[src/rtl/hrp_pkg.sv]
package hrp_pkg;
  typedef enum logic [1:0] {
    ST_IDLE = 2'd0,
    ST_WAIT = 2'd1,
    ST_ACK  = 2'd2,
    ST_HOLD = 2'd3
  } hrp_state_e;
endpackage

[src/rtl/hrp_sync.sv]
module hrp_sync #(
  parameter int W      = 1,
  parameter int STAGES = 2
) (
  input  logic         clk_i,
  input  logic         rst_ni,
  input  logic [W-1:0] rst_val_i,
  input  logic [W-1:0] d_i,
  output logic [W-1:0] q_o
);
  logic [W-1:0] stg [STAGES];

  for (genvar s = 0; s < STAGES; s++) begin : g_stage
    if (s == 0) begin : g_first
      always_ff @(posedge clk_i or negedge rst_ni) begin
        if (!rst_ni) stg[s] <= rst_val_i;
        else         stg[s] <= d_i;
      end
    end else begin : g_next
      always_ff @(posedge clk_i or negedge rst_ni) begin
        if (!rst_ni) stg[s] <= rst_val_i;
        else         stg[s] <= stg[s-1];
      end
    end
  end

  assign q_o = stg[STAGES-1];
endmodule

[src/rtl/hrp_regs.sv]
module hrp_regs #(
  parameter int                 ADDR_W   = 8,
  parameter int                 DATA_W   = 16,
  parameter int                 NUM_GP   = 16,
  parameter logic [ADDR_W-1:0]  MDR_ADDR = 8'h80,
  parameter logic [ADDR_W-1:0]  ID_ADDR  = 8'hFF,
  parameter logic [DATA_W-1:0]  ID_VALUE = 16'hC0DE
) (
  input  logic              clk_i,
  input  logic              rst_ni,
  input  logic              mem_busy_i,
  input  logic [ADDR_W-1:0] addr_i,
  input  logic              we_i,
  input  logic [DATA_W-1:0] wdata_i,
  output logic [DATA_W-1:0] rdata_o
);
  localparam int GP_AW = (NUM_GP > 1) ? $clog2(NUM_GP) : 1;

  logic [DATA_W-1:0] gp_q [NUM_GP];
  logic [DATA_W-1:0] mdr_q;
  logic              gp_hit, mdr_hit, id_hit;
  logic [GP_AW-1:0]  gp_idx;

  assign gp_idx  = addr_i[GP_AW-1:0];
  assign gp_hit  = (int'(addr_i) < NUM_GP);
  assign mdr_hit = (addr_i == MDR_ADDR);
  assign id_hit  = (addr_i == ID_ADDR);

  for (genvar g = 0; g < NUM_GP; g++) begin : g_gp
    always_ff @(posedge clk_i or negedge rst_ni) begin
      if (!rst_ni)                                   gp_q[g] <= '0;
      else if (we_i && gp_hit && int'(gp_idx) == g)  gp_q[g] <= wdata_i;
    end
  end

  always_ff @(posedge clk_i or negedge rst_ni) begin
    if (!rst_ni)              mdr_q <= '0;
    else if (we_i && mdr_hit) mdr_q <= wdata_i;
  end

  always_comb begin
    rdata_o = '0;
    if (gp_hit)       rdata_o = gp_q[gp_idx];
    else if (mdr_hit) rdata_o = mdr_q;
    else if (id_hit)  rdata_o = ID_VALUE;
  end

  // MDR never written while buffer transfer is pending
  assert_mdr_no_write_busy_R5: assert property (@(posedge clk_i) disable iff (!rst_ni)
    (we_i && mdr_hit) |-> !mem_busy_i);
endmodule

[src/rtl/hrp_ctrl.sv]
module hrp_ctrl
  import hrp_pkg::*;
#(
  parameter int                ADDR_W   = 8,
  parameter int                DATA_W   = 16,
  parameter logic [ADDR_W-1:0] MDR_ADDR = 8'h80
) (
  input  logic              clk_i,
  input  logic              rst_ni,
  input  logic              sync_mode_i,
  // raw inputs (clocked mode)
  input  logic              cs_raw_ni,
  input  logic              strobe_raw_ni,
  input  logic              rd_raw_i,
  input  logic [ADDR_W-1:0] addr_raw_i,
  // synchronized inputs (asynchronous mode)
  input  logic              cs_syn_ni,
  input  logic              strobe_syn_ni,
  input  logic              rd_syn_i,
  input  logic [ADDR_W-1:0] addr_syn_i,
  input  logic              mem_busy_i,
  input  logic [DATA_W-1:0] wdata_i,
  // register file side
  output logic [ADDR_W-1:0] rf_addr_o,
  output logic              rf_we_o,
  output logic [DATA_W-1:0] rf_wdata_o,
  input  logic [DATA_W-1:0] rf_rdata_i,
  // host side
  output logic [DATA_W-1:0] rdata_o,
  output logic              data_oe_o,
  output logic              ready_no
);
  hrp_state_e        state_q, state_d;
  logic              req, sel_rd, mdr_sel, access;
  logic [ADDR_W-1:0] sel_addr;
  logic              cmd_rd_q, cmd_mdr_q;
  logic [DATA_W-1:0] rdata_q;

  assign req      = sync_mode_i ? (!cs_raw_ni && !strobe_raw_ni)
                                : (!cs_syn_ni && !strobe_syn_ni);
  assign sel_rd   = sync_mode_i ? rd_raw_i   : rd_syn_i;
  assign sel_addr = sync_mode_i ? addr_raw_i : addr_syn_i;
  assign mdr_sel  = (sel_addr == MDR_ADDR);

  always_comb begin
    access = 1'b0;
    if (req) begin
      unique case (state_q)
        ST_IDLE: access = !(mdr_sel && mem_busy_i);
        ST_WAIT: access = !mem_busy_i;
        default: access = 1'b0;
      endcase
    end
  end

  always_comb begin
    state_d = state_q;
    unique case (state_q)
      ST_IDLE: begin
        if (access)   state_d = ST_ACK;
        else if (req) state_d = ST_WAIT;
      end
      ST_WAIT: begin
        if (!req)        state_d = ST_IDLE;
        else if (access) state_d = ST_ACK;
      end
      ST_ACK: begin
        if (!req)             state_d = ST_IDLE;
        else if (sync_mode_i) state_d = ST_HOLD;
      end
      ST_HOLD: begin
        if (!req) state_d = ST_IDLE;
      end
      default: state_d = ST_IDLE;
    endcase
  end

  always_ff @(posedge clk_i or negedge rst_ni) begin
    if (!rst_ni) begin
      state_q   <= ST_IDLE;
      cmd_rd_q  <= 1'b0;
      cmd_mdr_q <= 1'b0;
      rdata_q   <= '0;
    end else begin
      state_q <= state_d;
      if (access) begin
        cmd_rd_q  <= sel_rd;
        cmd_mdr_q <= mdr_sel;
        if (sel_rd) rdata_q <= rf_rdata_i;
      end
    end
  end

  assign rf_addr_o  = sel_addr;
  assign rf_we_o    = access && !sel_rd;
  assign rf_wdata_o = wdata_i;
  assign rdata_o    = rdata_q;
  assign ready_no   = (state_q != ST_ACK);
  assign data_oe_o  = cmd_rd_q && ((state_q == ST_ACK) || (state_q == ST_HOLD));

  assert_ack_needs_req_R1: assert property (@(posedge clk_i) disable iff (!rst_ni)
    $fell(ready_no) |-> $past(req));

  assert_async_ready_holds_R3: assert property (@(posedge clk_i) disable iff (!rst_ni)
    (!sync_mode_i && !ready_no && req) |=> !ready_no);

  assert_sync_one_cycle_R4: assert property (@(posedge clk_i) disable iff (!rst_ni)
    (sync_mode_i && !ready_no) |=> ready_no);

  assert_mdr_after_busy_R5: assert property (@(posedge clk_i) disable iff (!rst_ni)
    ($fell(ready_no) && cmd_mdr_q) |-> !$past(mem_busy_i));

  assert_oe_with_ready_R6: assert property (@(posedge clk_i) disable iff (!rst_ni)
    $rose(data_oe_o) |-> $fell(ready_no));
endmodule

[src/rtl/host_reg_port.sv]
module host_reg_port #(
  parameter int                ADDR_W   = 8,
  parameter int                DATA_W   = 16,
  parameter int                NUM_GP   = 16,
  parameter int                SYNC_STG = 2,
  parameter logic [ADDR_W-1:0] MDR_ADDR = 8'h80,
  parameter logic [ADDR_W-1:0] ID_ADDR  = 8'hFF,
  parameter logic [DATA_W-1:0] ID_VALUE = 16'hC0DE
) (
  input  logic              clk_i,
  input  logic              rst_ni,
  input  logic              sync_mode_i,
  input  logic              cs_ni,
  input  logic              strobe_ni,
  input  logic              rd_wr_i,
  input  logic [ADDR_W-1:0] addr_i,
  input  logic [DATA_W-1:0] wdata_i,
  input  logic              mem_busy_i,
  output logic [DATA_W-1:0] rdata_o,
  output logic              data_oe_o,
  output logic              ready_no
);
  localparam int SW = ADDR_W + 3;

  logic [SW-1:0]     syn_d, syn_q, syn_rst;
  logic [ADDR_W-1:0] rf_addr;
  logic              rf_we;
  logic [DATA_W-1:0] rf_wdata, rf_rdata;

  assign syn_d   = {cs_ni, strobe_ni, rd_wr_i, addr_i};
  assign syn_rst = {2'b11, 1'b1, {ADDR_W{1'b0}}};

  hrp_sync #(.W(SW), .STAGES(SYNC_STG)) u_sync (
    .clk_i     (clk_i),
    .rst_ni    (rst_ni),
    .rst_val_i (syn_rst),
    .d_i       (syn_d),
    .q_o       (syn_q)
  );

  hrp_ctrl #(.ADDR_W(ADDR_W), .DATA_W(DATA_W), .MDR_ADDR(MDR_ADDR)) u_ctrl (
    .clk_i         (clk_i),
    .rst_ni        (rst_ni),
    .sync_mode_i   (sync_mode_i),
    .cs_raw_ni     (cs_ni),
    .strobe_raw_ni (strobe_ni),
    .rd_raw_i      (rd_wr_i),
    .addr_raw_i    (addr_i),
    .cs_syn_ni     (syn_q[SW-1]),
    .strobe_syn_ni (syn_q[SW-2]),
    .rd_syn_i      (syn_q[SW-3]),
    .addr_syn_i    (syn_q[ADDR_W-1:0]),
    .mem_busy_i    (mem_busy_i),
    .wdata_i       (wdata_i),
    .rf_addr_o     (rf_addr),
    .rf_we_o       (rf_we),
    .rf_wdata_o    (rf_wdata),
    .rf_rdata_i    (rf_rdata),
    .rdata_o       (rdata_o),
    .data_oe_o     (data_oe_o),
    .ready_no      (ready_no)
  );

  hrp_regs #(
    .ADDR_W(ADDR_W), .DATA_W(DATA_W), .NUM_GP(NUM_GP),
    .MDR_ADDR(MDR_ADDR), .ID_ADDR(ID_ADDR), .ID_VALUE(ID_VALUE)
  ) u_regs (
    .clk_i      (clk_i),
    .rst_ni     (rst_ni),
    .mem_busy_i (mem_busy_i),
    .addr_i     (rf_addr),
    .we_i       (rf_we),
    .wdata_i    (rf_wdata),
    .rdata_o    (rf_rdata)
  );
endmodule

[config.mk]
export PLATFORM = sky130hd
export DESIGN_NAME = host_reg_port
export DESIGN_NICKNAME = d
export VERILOG_FILES = /design/src/rtl/hrp_pkg.sv /design/src/rtl/hrp_sync.sv /design/src/rtl/hrp_regs.sv /design/src/rtl/hrp_ctrl.sv /design/src/rtl/host_reg_port.sv
export SDC_FILE = /design/constraint.sdc
export NUM_CORES = 1
export LEC_CHECK = 0
export ABC_CLOCK_PERIOD_IN_PS = 2690
export BUFFER_PORTS_ARGS = -buffer_cell sky130_fd_sc_hd__buf_2
export CORE_ASPECT_RATIO = 1.25
export CORE_UTILIZATION = 56
export CTS_CLUSTER_DIAMETER = 150
export DETAILED_ROUTE_END_ITERATION = 6
export PLACE_DENSITY = 0.82
export SLEW_MARGIN = 20
export SYNTH_ARGS = -nofsm -noshare
export SYNTH_HDL_FRONTEND = slang
export SYNTH_SLANG_ARGS = --single-unit
[constraint.sdc]
create_clock -name clk_i -period 2.69 [get_ports clk_i]
set_input_delay 0.4035 -clock clk_i [delete_from_list [all_inputs] [get_ports clk_i]]
set_output_delay 0.4035 -clock clk_i [all_outputs]
set_load 0.01 [all_outputs]
==> run summary <==
outcome: completed
Sw Ratio: 0.2324
CTS tree: yes
global-route wire length before repair: 64240 um
Clock Tree Buf Depth: 3
EDFF count, synth: 0
DR WL/cell: 25.63 um
Final setup viols: 0
Final #Nets: 1250
Final WS setup: 73.54 ps
crit-path cells: or4b_4 > a222oi_1 > buf_4 > o21a_4 > buf_12 > nor4_4 > buf_4 > buf_4 > mux2_2
core area: 26180 um^2
worst r2r path cells: 9
number of nets with antenna violations after routing: 0
worst hold path type: primary input to flip-flop
setup TNS: 0 ps
largest net degree at the start of global routing: 118
HPWL after DPL: 26640 um
max-slew violation count: 0
IO Port Bufs: 48
Avg Cell Area, Syn: 13.70 um^2
Worst Hold Launch: addr_i[6]
Worst path max stage delay: 550 ps
pre-CTS setup slack: -153.2 ps
DR vias/cell: 6.556
Final Hold Vio Count: 0
Hold Slack: 49.74 ps
switching power: 2.396 mW
Lkg Pwr: 8.298 nW
Power Dens Cells: 578.7 nW/um^2
initial core utilization: 0.5725
Worst setup SP type: flip-flop
vias in the first global route: 11253
Worst Path Arrival: 3060 ps
Total Power: 10.31 mW
most numerous cell in the Yosys netlist: dfrtp_1
I/O pin total: 49
Peak Freq: 382.2 MHz
H-tree Lvls: 1
post-route design area: 17820 um^2
RSZ-0062 raised after global routing: false
clock sinks: 313
Crit Path Category: flip-flop to flip-flop
Distinct cells, synth: 69
Final Wtd Congestion: 0.8859
sequential share of the synthesized area: 0.5231
Final Critical Period: 2616 ps
leading area contributor after synthesis: dfrtp_1
Total GRT Usage: 0.3095
combinational power share: 0.074
share of cells above drive strength 1: 0.4457
Non-Filler Instances: 1584
# rows: 66
top post-synthesis cells by count: 307 x dfrtp_1, 190 x mux2_2, 80 x mux2_4
drt pass-1 iters: 5
worst rel slew slack: 0.4634
largest cells by area after synthesis: dfrtp_1 51%, mux2_2 14%, mux2_4 8.0%
worst slew pin tran: 799.6 ps
r2r setup slk: 70 ps
ys async rst share: 1.000
P_int: 7.914 mW
critical path endpoint category: flip-flop
Clk pin slew, worst setup/hold paths: 60 ps
via count: 10385
clock skew: 14.45 ps
Die Wd: 148.3 um
max_cap viols: 0
worst r2r src: u_sync.q_o[3]
placed cells: 1514
post-layout util: 0.6806
Routed WL: 40600 um
initial antenna violation count: 0
total CTS buffers: 31
Area Overhead vs Synth: 18.88%
cells after synthesis: 1094
worst reg2reg path endpoint: u_regs.gp_q[89]
worst hold path depth: 2
Setup crit start: u_sync.q_o[3]
Seq pwr share: 0.471
Post-DP Area: 16580 um^2
Setup crit end: u_regs.gp_q[89]
Yosys top cell area share: 0.5126
Yosys warnings: 0
CP max stage cell: or4b_4
area of the mapped netlist: 14990 um^2
Critical Path Most Common Cell: buf_4
main flop type after synthesis: dfrtp_1
Max VDD drop: 662.5 uV
die height: 184.9 um
Worst-Skew Late Latency: 560 ps
starting DRC count in detailed routing: 950
Synth Register Bits: 313
CP max FO: 7
drc violations: 0
Worst Path Required: 3140 ps
fin crit share: 0.9727
Syn Nets: 1125
Root Driver: clkbuf_16
die area: 27420 um^2
clock network power share: 0.455
GR Overflow Total: 0
## cell usage in the layout (no fill, tap or decap), types with 26 or more instances in the layout
master,synthesis,layout
mux2_4,80,80
and3_1,33,33
nand2_1,26,26
dfrtp_1,307,306
buf_2,13,47
buf_12,2,36
o21ai_0,69,69
buf_4,2,95
nand3_1,29,29
a21boi_0,56,56
clkbuf_16,0,31
mux2_2,190,190
## layout make-up
cell class | instances | area, um^2
antenna | 1 | 2.502
clock buffer | 40 | 859.6
clock inverter | 17 | 254.0
fill | 1747 | 8362
inverter | 4 | 15.01
multi-input combinational | 683 | 6661
sequential | 313 | 7841
tap | 340 | 425.4
timing repair buffer | 186 | 1757
## registers in the layout, summed over array words and instances, names as in the netlist
name,flops
u_regs.mdr_q,16
u_ctrl.state_q,2
u_sync.stg,11
u_sync.q_o,11
u_ctrl.rdata_o,16
u_regs.gp_q,256
u_ctrl.cmd_rd_q,1
## per-layer routing
| layer | wire length, um | global-route usage |
|---|---|---|
| met1 | 15620 | 0.3793 |
| met2 | 19930 | 0.5121 |
| met3 | 2586 | 0.04704 |
| met4 | 2460 | 0.1992 |
| met5 | 0 | 0 |
## worst min path at each step
stage	to	slack, ps
2_1_floorplan	u_ctrl.cmd_rd_q	110
3_3_place_gp	u_sync.q_o[3]	330
3_5_place_dp	u_sync.q_o[1]	340
4_1_cts	u_sync.stg[17]	40
5_1_grt	u_sync.stg[17]	50
6_report	u_sync.stg[17]	50
## kinds of logic after synthesis
logic type | after synthesis | share of synthesized area
simple gates | 146 | 0.07280
buf+inv | 98 | 0.03465
flops | 313 | 0.5231
mux | 304 | 0.2574
compound gates | 233 | 0.1120
## power by group through the flow
stage,clock network (mW),logic (mW),registers [mW]
2_1_floorplan,0,0.330,4.93
3_3_place_gp,0,0.729,4.93
3_5_place_dp,0,0.744,4.94
4_1_cts,4.74,0.755,4.85
5_1_grt,4.95,0.813,4.86
6_report,4.69,0.763,4.86
## critical path, delay by kind of cell (launching register included)
kind | cells | cell delay (ps)
DFF | 1 | 440
AOI/OAI and AO/OA | 2 | 500
and+or+nand+nor | 2 | 600
muxes | 1 | 280
buffers and inverters | 4 | 670
## repair_timing
action	in CTS	in global routing
endpoints found under the setup margin	0	14
buffers inserted	0	7
hold endpoints to repair	163	0
gates resized for setup	0	4
hold buffers	5	0
(Power assumes the default switching activity.)
